File: config.mk
export PLATFORM = sky130hd
export DESIGN_NAME = dec_status_flags
export DESIGN_NICKNAME = d
export VERILOG_FILES = /design/src/rtl/dsf_pkg.sv /design/src/rtl/dsf_mode_watch.sv /design/src/rtl/dsf_heartbeat.sv /design/src/rtl/dsf_sync_track.sv /design/src/rtl/dec_status_flags.sv
export SDC_FILE = /design/constraint.sdc
export NUM_CORES = 1
export LEC_CHECK = 0
export ABC_AREA = 1
export BUFFER_PORTS_ARGS = -buffer_cell sky130_fd_sc_hd__buf_2
export CORE_MARGIN = 3
export CORE_UTILIZATION = 55
export CTS_BUF_LIST = sky130_fd_sc_hd__clkbuf_16
export CTS_CLUSTER_SIZE = 30
export DETAILED_ROUTE_END_ITERATION = 8
export PLACE_DENSITY = 0.8
export SLEW_MARGIN = 5
export SYNTH_ARGS = -nofsm -noshare
export SYNTH_HDL_FRONTEND = slang
export SYNTH_HIERARCHICAL = 1
export SYNTH_SLANG_ARGS = --single-unit
File: constraint.sdc
create_clock -name clk -period 2 [get_ports clk]
set_clock_uncertainty 0.2 [all_clocks]
set_input_delay 0.5 -clock clk [delete_from_list [all_inputs] [get_ports clk]]
set_output_delay 0.5 -clock clk [all_outputs]
set_load 0.02 [all_outputs]
File: src/rtl/dsf_pkg.sv
package dsf_pkg;

  typedef enum logic {
    MODE_DEC  = 1'b0,
    MODE_LPCM = 1'b1
  } dec_mode_e;

  // Result of advancing a modulo counter by one event.
  typedef struct packed {
    logic        wrap;
    logic [31:0] next;
  } cnt_step_t;

  // Advance a counter that wraps after LIM events.
  function automatic cnt_step_t cnt_advance(input logic [31:0] cur,
                                            input int unsigned lim);
    cnt_step_t r;
    if (cur >= 32'(lim - 1)) begin
      r.wrap = 1'b1;
      r.next = '0;
    end else begin
      r.wrap = 1'b0;
      r.next = cur + 32'd1;
    end
    return r;
  endfunction

endpackage

File: src/rtl/dsf_mode_watch.sv
module dsf_mode_watch
  import dsf_pkg::*;
(
  input  logic clk,
  input  logic rst_n,
  input  logic mode,
  output logic mode_chg
);
  logic mode_q;

  // The previous mode is taken as decoding after reset.
  always_ff @(posedge clk or negedge rst_n) begin
    if (!rst_n) mode_q <= MODE_DEC;
    else        mode_q <= mode;
  end

  assign mode_chg = (mode != mode_q);
endmodule

File: src/rtl/dsf_heartbeat.sv
module dsf_heartbeat
  import dsf_pkg::*;
#(
  parameter int unsigned LPCM_PERIOD = 1024
) (
  input  logic clk,
  input  logic rst_n,
  input  logic mode,
  input  logic mode_chg,
  input  logic sample_stb,
  input  logic sync_det,
  output logic hb,
  output logic lpcm_wrap
);
  localparam int unsigned CW = (LPCM_PERIOD > 1) ? $clog2(LPCM_PERIOD) : 1;

  logic [CW-1:0] cnt_q;
  cnt_step_t     step;
  logic          dec_tick;

  assign step      = cnt_advance(32'(cnt_q), LPCM_PERIOD);
  assign lpcm_wrap = (mode == MODE_LPCM) && sample_stb && step.wrap;
  assign dec_tick  = (mode == MODE_DEC) && sync_det;

  always_ff @(posedge clk or negedge rst_n) begin
    if (!rst_n) begin
      cnt_q <= '0;
      hb    <= 1'b1;
    end else if (mode_chg) begin
      cnt_q <= '0;
      hb    <= 1'b1;
    end else if (mode == MODE_LPCM) begin
      if (sample_stb) cnt_q <= step.next[CW-1:0];
      if (lpcm_wrap)  hb    <= ~hb;
    end else if (dec_tick) begin
      hb <= ~hb;
    end
  end
endmodule

File: src/rtl/dsf_sync_track.sv
module dsf_sync_track
  import dsf_pkg::*;
#(
  parameter int unsigned TIMEOUT = 2304
) (
  input  logic clk,
  input  logic rst_n,
  input  logic mode,
  input  logic mode_chg,
  input  logic sample_stb,
  input  logic sync_det,
  input  logic sync_lost,
  input  logic init_done,
  output logic mute,
  output logic timeout_hit
);
  localparam int unsigned TW = (TIMEOUT > 1) ? $clog2(TIMEOUT) : 1;

  logic [TW-1:0] tcnt_q;
  cnt_step_t     step;
  logic          dec_mode;
  logic          counting;

  assign dec_mode    = (mode == MODE_DEC);
  assign step        = cnt_advance(32'(tcnt_q), TIMEOUT);
  assign counting    = dec_mode && !mute && sample_stb && !sync_det && !sync_lost;
  assign timeout_hit = !mode_chg && counting && step.wrap;

  always_ff @(posedge clk or negedge rst_n) begin
    if (!rst_n) begin
      tcnt_q <= '0;
      mute   <= 1'b1;
    end else if (mode_chg) begin
      tcnt_q <= '0;
      mute   <= 1'b1;
    end else if (dec_mode) begin
      if (sync_lost) begin
        mute   <= 1'b1;
        tcnt_q <= '0;
      end else if (sync_det) begin
        mute   <= 1'b0;
        tcnt_q <= '0;
      end else if (counting) begin
        tcnt_q <= step.next[TW-1:0];
        if (step.wrap) mute <= 1'b1;
      end
    end else if (init_done) begin
      mute <= 1'b0;
    end
  end
endmodule

File: src/rtl/dec_status_flags.sv
module dec_status_flags
  import dsf_pkg::*;
#(
  parameter int unsigned FRAME_LEN   = 1152,
  parameter int unsigned LPCM_PERIOD = 1024,
  parameter int unsigned LOSS_FRAMES = 2
) (
  input  logic clk,
  input  logic rst_n,
  input  logic mode,
  input  logic sample_stb,
  input  logic sync_det,
  input  logic sync_lost,
  input  logic init_done,
  input  logic bus_ready,
  output logic bus_rdy_n,
  output logic heartbeat,
  output logic mute
);
  localparam int unsigned TIMEOUT = FRAME_LEN * LOSS_FRAMES;

  logic mode_chg;
  logic lpcm_wrap;
  logic timeout_hit;

  always_ff @(posedge clk or negedge rst_n) begin
    if (!rst_n)         bus_rdy_n <= 1'b1;
    else if (bus_ready) bus_rdy_n <= 1'b0;
  end

  dsf_mode_watch u_mode (
    .clk      (clk),
    .rst_n    (rst_n),
    .mode     (mode),
    .mode_chg (mode_chg)
  );

  dsf_heartbeat #(.LPCM_PERIOD(LPCM_PERIOD)) u_hb (
    .clk        (clk),
    .rst_n      (rst_n),
    .mode       (mode),
    .mode_chg   (mode_chg),
    .sample_stb (sample_stb),
    .sync_det   (sync_det),
    .hb         (heartbeat),
    .lpcm_wrap  (lpcm_wrap)
  );

  dsf_sync_track #(.TIMEOUT(TIMEOUT)) u_sync (
    .clk         (clk),
    .rst_n       (rst_n),
    .mode        (mode),
    .mode_chg    (mode_chg),
    .sample_stb  (sample_stb),
    .sync_det    (sync_det),
    .sync_lost   (sync_lost),
    .init_done   (init_done),
    .mute        (mute),
    .timeout_hit (timeout_hit)
  );
endmodule

==> results.json, run 1 <==
{
  "avgViaCountPerCell": 5.340,
  "dr_total_vias": 1303,
  "die_w_um": 59.46,
  "cts_resized": 0,
  "relSlewSlack": 0.6166,
  "finalWeightedCongestion": 0.8331,
  "antenna_found_initial": 0,
  "period_share": 0.8370,
  "grt_util_all_layers": 0.2015,
  "dr.pass1.iters": 4,
  "place_hpwl_mm": 2.310,
  "vdd_drop_max_uv": 502.9,
  "clk_pin_slew_worst_paths_ps": 60,
  "grt_start_max_net_pins": 27,
  "drive_gt1_frac": 0.2430,
  "p_sw_frac": 0.2554,
  "clockBufferDepth": 2,
  "synth_cells": 197,
  "netlist_area_sq_um": 1572,
  "tns_ps": 0,
  "power_density_nw_per_um2": 670.9,
  "core.rowCount": 18,
  "insertion_delay_ps": 260,
  "wl_per_cell_um": 12.29,
  "routed_wl_mm": 2.998,
  "grt_pass1_vias": 1301,
  "initial_utilization": 0.6068,
  "period_minus_slack_ps": 1674,
  "first_iter_violations": 48,
  "worstPathMaxFanout": 10,
  "slew_violations": 0,
  "hold_viol": 0,
  "criticalPathCategory": "flip-flop to flip-flop",
  "setup_viol": 0,
  "syn_nets": 207,
  "n_antenna_cell": 0,
  "hp-class": "input port to async pin",
  "grt_pass1_wl_mm": 5.430,
  "power_uw": 1181,
  "grt-ovfl-total": 0,
  "worstSetupEndpointType": "flip-flop",
  "drc": 0,
  "pwr-share-seq": 0.490,
  "core_area_sq_um": 2590,
  "fmax_ghz": 0.5974,
  "p_switching_uw": 301.6,
  "nNetsFinal": 225,
  "htreeDepth": 1,
  "cts-root-buf": "clkbuf_16",
  "holdWs_ps": 33.62,
  "clock_sinks": 26,
  "comb_power_share": 0.137,
  "post_cts_buffers": 0,
  "nFillCells": 207,
  "cts_buffers": 3,
  "holdBufCountCts": 0,
  "die_area_sq_um": 3535,
  "syn2layout_area_growth_pct": 12.02,
  "ant_nets": 0,
  "startpoint_type": "flip-flop",
  "status": "finished clean",
  "die-height_um": 59.46,
  "ys_warn_count": 6,
  "leakagePower_uw": 0.0008437,
  "cp.required_ps": 1950,
  "numPortBuffers": 10,
  "max_cap_violations": 0,
  "num_io_pins": 11,
  "syn_area_per_cell_sq_um": 7.977,
  "post-place-ws_ps": 101.7,
  "pwr-share-clk": 0.373,
  "internal_power_uw": 879.4,
  "rsz0062_at_grt": "false",
  "cts_tree": "yes",
  "tightest_slew_ps": 575.0,
  "fin_ws_ps": 326.0,
  "arrival_ps": 1620
}
[power by group through the flow]
stage / Clock, uW / Combinational [uW] / Sequential, uW
final: 441 / 162 / 578
after global placement: 0 / 157 / 586
after global routing: 479 / 183 / 582
after floorplan: 0 / 100 / 593
after CTS: 456 / 163 / 578
after detailed placement: 0 / 163 / 588
[placed cells by master (no fill, tap or decap), drive strengths merged]
master / n
nand2: 59
nor2: 30
inv: 28
dfrtp: 23
nand3: 20
buf: 13
xor2: 6
nand4: 6
o21ai: 5
a21oi: 5
dfstp: 3
clkbuf: 3
nor3: 3
ha: 2
xnor2: 2
clkinv: 1
a211oi: 1
mux2i: 1
o21bai: 1
a31o: 1
o21a: 1
[routing by layer]
layer	wire length [um]	part of all wire	global-route usage	vias to the layer above
li1	-	-	-	666
met1	1363	0.45	0.2618	605
met2	1444	0.48	0.3276	27
met3	154	0.051	0.04357	5
met4	36	0.012	0.07443	0
met5	0	0	0	-
[final cells by class]
| class | count | area (sq um) | share of cell area |
|---|---|---|---|
| inverter | 28 | 107.6 | 0.06112 |
| timing repair buffer | 13 | 72.57 | 0.04122 |
| multi-input combinational | 143 | 809.5 | 0.4598 |
| clock inverter | 1 | 3.754 | 0.002132 |
| clock buffer | 3 | 75.07 | 0.04264 |
| sequential | 26 | 654.4 | 0.3717 |
| tap | 30 | 37.54 | 0.02132 |
[worst max-delay path, cell delays in order (launching register included)]
cell	delay [ps]
dfrtp_1	380
inv_1	50
nand2_1	40
nand2_1	80
inv_2	50
nand2_1	120
nor2_4	60
nand2_4	100
nand2_8	90
nor2_1	150
xor2_1	190
nor2_1	50
[per-stage QoR]
step | cells | area, sq um | utilization
CTS | 244 | 1760 | 0.6797
floorplan | 197 | 1572 | -
finish | 244 | 1760 | 0.6797
global placement | 240 | 1682 | 0.6493
global route | 244 | 1760 | 0.6797
detailed placement | 240 | 1682 | 0.6493
[worst paths after layout]
| kind | cells past startpoint | slack [ps] | from | endpoint |
|---|---|---|---|---|
| max in group asynchronous | 1 | 1190 | rst_n | u_sync/tcnt_q[8]$_DFFE_PN0P_ |
| max | 11 | 330 | u_mode/mode_q$_DFF_PN0_ | u_sync/tcnt_q[8]$_DFFE_PN0P_ |
| min reg2reg | 2 | 250 | bus_rdy_n$_DFFE_PN1P_ | bus_rdy_n$_DFFE_PN1P_ |
| min in group clk | 2 | 160 | bus_ready | bus_rdy_n$_DFFE_PN1P_ |
| min | 1 | 30 | rst_n | u_hb/cnt_q[3]$_DFFE_PN0P_ |
| max reg2reg | 11 | 330 | u_mode/mode_q$_DFF_PN0_ | u_sync/tcnt_q[8]$_DFFE_PN0P_ |
[state kept, by name (all words and copies together), names as in the netlist]
name and flops:
u_mode/mode_q 1, u_sync/tcnt_q 12, u_hb/hb 1, u_sync/mute 1, bus_rdy_n 1, u_hb/cnt_q 10
Power figures use the tool's default switching activity.
==> run 2: changes to the inputs <==
--- a/config.mk
+++ b/config.mk
@@ -8,7 +8,7 @@
 export ABC_AREA = 1
 export BUFFER_PORTS_ARGS = -buffer_cell sky130_fd_sc_hd__buf_2
 export CORE_MARGIN = 3
-export CORE_UTILIZATION = 55
+export CORE_UTILIZATION = 53
 export CTS_BUF_LIST = sky130_fd_sc_hd__clkbuf_16
 export CTS_CLUSTER_SIZE = 30
 export DETAILED_ROUTE_END_ITERATION = 8
==> constraint.sdc (replaced) <==
create_clock -name clk -period 1.42 [get_ports clk]
set_clock_uncertainty 0.2 [all_clocks]
set_input_delay 0.355 -clock clk [delete_from_list [all_inputs] [get_ports clk]]
set_output_delay 0.355 -clock clk [all_outputs]
set_load 0.02 [all_outputs]
==> run 2 against run 1 <==
The run now ends with setup timing left. Utilization is 12 points higher. Cell count is 13% higher. Largest power group is now clock. Sequential cell count unchanged. Clock-buffer cell count did not move.
==> results.json, run 2 (synthesized netlist as in run 1, its figures left out) <==
{
  "status": "complete, but fails checks",
  "violations": "setup timing",
  "cts_buffers": 3,
  "routed_wl_mm": 4.055,
  "core.rowCount": 19,
  "post-place-cells": 262,
  "vdd_drop_max_uv": 1119,
  "top_regs": "u_sync/tcnt_q x12, u_hb/cnt_q x10",
  "finalWeightedCongestion": 0.8928,
  "wl_per_cell_um": 14.69,
  "startpoint_type": "flip-flop",
  "first_iter_violations": 40,
  "clk_pin_slew_worst_paths_ps": 70,
  "tightest_slew_ps": 294.2,
  "holdWs_ps": 5.699,
  "antenna_found_initial": 0,
  "crit_path_cell_trace": "nand2_1 > nand2_2 > inv_4 > nand2_4 > nor2_4 > buf_6 > nand3_4 > nand2_8 > nand2_4 > a21oi_2",
  "r2r_cells": 10,
  "num_io_pins": 11,
  "drive_gt1_frac": 0.4408,
  "n_antenna_cell": 0,
  "die_w_um": 60.45,
  "grt-ovfl-total": 0,
  "ant_nets": 0,
  "cpMostUsedCell": "nand2_4",
  "hp-class": "input port to flip-flop",
  "layout_common_cells": "nand2_1 (46), buf_4 (29), dfrtp_1 (23)",
  "place_hpwl_mm": 2.498,
  "drc": 0,
  "whs_path_depth": 2,
  "r2r-end": "u_sync/tcnt_q[7]$_DFFE_PN0P_",
  "htreeDepth": 1,
  "avgViaCountPerCell": 5.406,
  "multiInputGateArea_sq_um": 970.9,
  "dr_total_vias": 1492,
  "rsz0062_at_grt": "true",
  "initial_utilization": 0.5650,
  "power_density_nw_per_um2": 901.9,
  "worstHoldStart": "bus_ready",
  "grt_pass1_wl_mm": 6.603,
  "slew_violations": 0,
  "core_area_sq_um": 2781,
  "top_register": "u_sync/tcnt_q",
  "cp_slowest_stage_delay_ps": 390,
  "cp.required_ps": 1400,
  "cp_slowest_cell": "dfrtp_1",
  "die_area_sq_um": 3654,
  "period_share": 1.165,
  "r2r_start": "u_mode/mode_q$_DFF_PN0_",
  "cts_tree": "yes",
  "nNetsFinal": 256,
  "arrival_ps": 1640,
  "worstSetupEndpointType": "flip-flop",
  "die-height_um": 60.45,
  "reg2reg_slack_ps": -230,
  "tns_ps": -3290,
  "register_area_sq_um": 654.4,
  "max_cap_violations": 0,
  "relSlewSlack": 0.8039,
  "syn2layout_area_growth_pct": 42.20,
  "layout_commonest_cell": "nand2_1",
  "clock_sinks": 26,
  "numPortBuffers": 10,
  "hold_viol": 0,
  "worstPathMaxFanout": 5,
  "largest_reg_flops": 12,
  "setup_viol": 27,
  "min_to": "bus_rdy_n$_DFFE_PN1P_",
  "fmax_ghz": 0.6043,
  "grt_start_max_net_pins": 18,
  "period_minus_slack_ps": 1655,
  "insertion_delay_ps": 260,
  "power_uw": 2015,
  "cts-root-buf": "clkbuf_16",
  "dr.pass1.iters": 6,
  "leakagePower_uw": 0.001056,
  "grt_pass1_vias": 1529,
  "fin_cells": 276,
  "nFillCells": 167,
  "criticalPathCategory": "flip-flop to flip-flop",
  "grt_util_all_layers": 0.2412,
  "clockBufferDepth": 2,
  "fin_ws_ps": -234.9
}
[run 2: cell count changes in the layout (fill, tap and decap cells not counted), sizes merged]
cell,change
buf,+29
bufinv,+1
clkinv,-1
dlygate4sd3,+1
nand2,+1
[run 2: cell type report]
class,instances,share of cell area
timing repair buffer,43,0.1557
clock buffer,3,0.03359
tap,31,0.01736
multi-input combinational,144,0.4345
clock inverter,1,0.01344
sequential,26,0.2928
inverter,28,0.05263
[run 2: how the worst max path moves through the flow]
stage                            start                       endpoint  slack, ps  depth (start not counted)
2_1_floorplan  u_mode/mode_q$_DFF_PN0_   u_sync/tcnt_q[8]$_DFFE_PN0P_        -80                         11
3_3_place_gp                      mode   u_sync/tcnt_q[8]$_DFFE_PN0P_       -250                          9
3_5_place_dp                      mode   u_sync/tcnt_q[7]$_DFFE_PN0P_       -320                         13
4_1_cts        u_mode/mode_q$_DFF_PN0_   u_sync/tcnt_q[7]$_DFFE_PN0P_       -180                         10
5_1_grt        u_mode/mode_q$_DFF_PN0_  u_sync/tcnt_q[10]$_DFFE_PN0P_       -320                         11
6_report       u_mode/mode_q$_DFF_PN0_   u_sync/tcnt_q[7]$_DFFE_PN0P_       -230                         10
[run 2: worst max-delay path: cells and delay by family (launching register included)]
family          cells  cell delay [ps]
buf+inv             2              200
simple gates        7              660
flops               1              390
compound gates      1              130
[run 2: repair_timing]
action | 4_1_cts | 5_1_grt
cloned | 1 | 0
resized for setup | 26 | 13
setup buffers | 8 | 0
pin swaps | 10 | 6
setup endpoints to repair | 24 | 27
hold buffers | 1 | 0
endpoints found under the hold margin | 7 | 0
[run 2: metal layers]
metal / part of all wire / global-route usage
met2: 0.54 / 0.4722
met3: 0.022 / 0.03617
met4: 0.025 / 0.07430
met1: 0.41 / 0.2644
met5: 0 / 0
[run 2: power by group]
group | leakage, uW | internal, uW | total (uW) | switching (uW)
sequential | 0.000348 | 782 | 806 | 24.0
clock | 0.0000511 | 561 | 815 | 254
combinational | 0.000657 | 175 | 394 | 219
[run 2: per-stage QoR]
step | worst slack (ps) | util | instance area (sq um)
after floorplan | -80.86 | - | 1592
after global placement | -253.5 | 0.6779 | 1886
after detailed placement | -323.8 | 0.6779 | 1886
after CTS | -182.7 | 0.7845 | 2182
after global routing | -321.5 | 0.8034 | 2235
final | -234.9 | 0.8034 | 2235
==> run 3: changes to the inputs <==
--- a/config.mk
+++ b/config.mk
@@ -7,12 +7,14 @@
 export LEC_CHECK = 0
 export ABC_AREA = 1
 export BUFFER_PORTS_ARGS = -buffer_cell sky130_fd_sc_hd__buf_2
+export CELL_PAD_IN_SITES_DETAIL_PLACEMENT = 1
+export CELL_PAD_IN_SITES_GLOBAL_PLACEMENT = 1
 export CORE_MARGIN = 3
-export CORE_UTILIZATION = 53
+export CORE_UTILIZATION = 44
 export CTS_BUF_LIST = sky130_fd_sc_hd__clkbuf_16
 export CTS_CLUSTER_SIZE = 30
 export DETAILED_ROUTE_END_ITERATION = 8
-export PLACE_DENSITY = 0.8
+export PLACE_DENSITY = 0.84
 export SLEW_MARGIN = 5
 export SYNTH_ARGS = -nofsm -noshare
 export SYNTH_HDL_FRONTEND = slang
==> constraint.sdc (replaced) <==
create_clock -name clk -period 1.7 [get_ports clk]
set_clock_uncertainty 0.2 [all_clocks]
set_input_delay 0.425 -clock clk [delete_from_list [all_inputs] [get_ports clk]]
set_output_delay 0.425 -clock clk [all_outputs]
set_load 0.02 [all_outputs]
==> run 3 against run 2 <==
The flow still finishes with violations (setup timing). Via count is 1.0% higher. Sequential share of layout area grew 3.2 points. Clock-buffer cell count unchanged. Non-clock buffer count is 18 lower. Hold slack improved by 60 ps. Power down 17%. First-iteration DRC count increased by 140%. Die area increased by 18%. Largest power group unchanged.
==> results.json, run 3 (synthesized netlist as in run 1, its figures left out) <==
{
  "leakagePower_uw": 0.0009530,
  "cp.required_ps": 1650,
  "holdWs_ps": 65.30,
  "grt_pass1_vias": 1508,
  "wl_per_cell_um": 18.92,
  "nNetsFinal": 238,
  "avgViaCountPerCell": 5.520,
  "finalWeightedCongestion": 0.9264,
  "violations": "setup timing",
  "dr.pass1.iters": 4,
  "power_density_nw_per_um2": 827.2,
  "worstSetupEndpointType": "flip-flop",
  "cts_buffers": 3,
  "clockBufferDepth": 2,
  "antenna_found_initial": 0,
  "num_io_pins": 11,
  "cts-root-buf": "clkbuf_16",
  "grt_use_met1": 0.2788,
  "hold_viol": 0,
  "status": "complete, but fails checks",
  "relSlewSlack": 0.6023,
  "first_iter_violations": 94,
  "grt_start_max_net_pins": 27,
  "dpl_cell_area_sq_um": 1752,
  "final_area_sq_um": 2018,
  "tightest_slew_ps": 596.5,
  "grt-ovfl-total": 0,
  "numPortBuffers": 10,
  "insertion_delay_ps": 270,
  "ant_nets": 0,
  "clk_pin_slew_worst_paths_ps": 70,
  "grt_pass1_wl_mm": 7.189,
  "core_area_sq_um": 3390,
  "place_hpwl_mm": 2.780,
  "arrival_ps": 1710,
  "clock_sinks": 26,
  "post-place-ws_ps": -148.1,
  "htreeDepth": 1,
  "vdd_drop_max_uv": 545.1,
  "top_regs": "u_sync/tcnt_q x12, u_hb/cnt_q x10",
  "syn2layout_area_growth_pct": 28.42,
  "die-height_um": 65.76,
  "met2_usage": 0.3692,
  "grt_util_all_layers": 0.2133,
  "fmax_ghz": 0.5677,
  "grt.busiest_layer": "met2",
  "die_area_sq_um": 4324,
  "top_register": "u_sync/tcnt_q",
  "fin_ws_ps": -61.46,
  "use_met3": 0.02393,
  "n_antenna_cell": 0,
  "drc": 0,
  "initial_utilization": 0.4636,
  "cts_tree": "yes",
  "core.rowCount": 21,
  "layout_common_cells": "nand2_1 (47), inv_1 (23), dfrtp_1 (22)",
  "period_minus_slack_ps": 1761,
  "worstPathMaxFanout": 5,
  "criticalPathCategory": "flip-flop to flip-flop",
  "startpoint_type": "flip-flop",
  "largest_reg_flops": 12,
  "period_share": 1.036,
  "rsz0062_at_grt": "true",
  "nFillCells": 425,
  "slew_violations": 0,
  "die_w_um": 65.76,
  "drive_gt1_frac": 0.3392,
  "hp-class": "input port to flip-flop",
  "power_uw": 1669,
  "dr_total_vias": 1507,
  "routed_wl_mm": 5.165,
  "max_cap_violations": 0,
  "setup_viol": 6,
  "layout_commonest_cell": "nand2_1"
}
run 3: worst max-delay path, stage by stage (launching register included):
cell	delay, ps
dfrtp_1	470
nand2_1	170
nor2_1	200
nand3_1	180
nand3_4	140
nand2_8	80
o21ai_1	120
inv_1	90
run 3: final cells by class:
cell class                      count  area (sq um)  area share
Multi-Input combinational cell    144         907.1      0.4495
Clock inverter                      1         30.03     0.01488
Inverter                           28         115.1     0.05704
Timing Repair Buffer               25         177.7     0.08803
Sequential cell                    26         655.6      0.3249
Tap cell                           46         57.56     0.02852
Clock buffer                        3         75.07     0.03720
run 3: through the flow:
stage	cells	utilization	TNS [ps]
6_report	273	0.5954	-135.0
5_1_grt	273	0.5954	-1019
4_1_cts	267	0.5581	0
3_5_place_dp	261	0.5168	-1465
3_3_place_gp	261	0.5168	-654.7
2_1_floorplan	197	-	0
run 3: layer usage:
layer  up-vias  wire (um)
met4         0        169
met3        18        193
li1        681          -
met2        55       2625
met5         -          0
met1       753       2176
run 3: worst paths after layout:
kind / startpoint / to / slack, ps / cells after the start
min in group asynchronous: rst_n / u_sync/tcnt_q[11]$_DFFE_PN0P_ / 490 / 2
max: u_sync/tcnt_q[4]$_DFFE_PN0P_ / u_sync/tcnt_q[11]$_DFFE_PN0P_ / -60 / 7
max in group asynchronous: rst_n / u_sync/tcnt_q[2]$_DFFE_PN0P_ / 380 / 2
min: bus_ready / bus_rdy_n$_DFFE_PN1P_ / 70 / 2
max reg2reg: u_sync/tcnt_q[4]$_DFFE_PN0P_ / u_sync/tcnt_q[11]$_DFFE_PN0P_ / -60 / 7
min reg2reg: bus_rdy_n$_DFFE_PN1P_ / bus_rdy_n$_DFFE_PN1P_ / 250 / 2
run 3: repair_timing:
item | in CTS | in global routing
pin swaps | 2 | 6
endpoints found under the hold margin | 23 | 0
buffers inserted | 0 | 6
setup endpoints to repair | 4 | 13
resized for setup | 4 | 18
hold buffers | 1 | 0
cloned | 1 | 0
run 3: report_power, final:
group / switching, uW / internal (uW) / total (uW)
clock: 241 / 470 / 710
combinational: 173 / 111 / 284
sequential: 21.8 / 653 / 675
total: 436 / 1230 / 1670
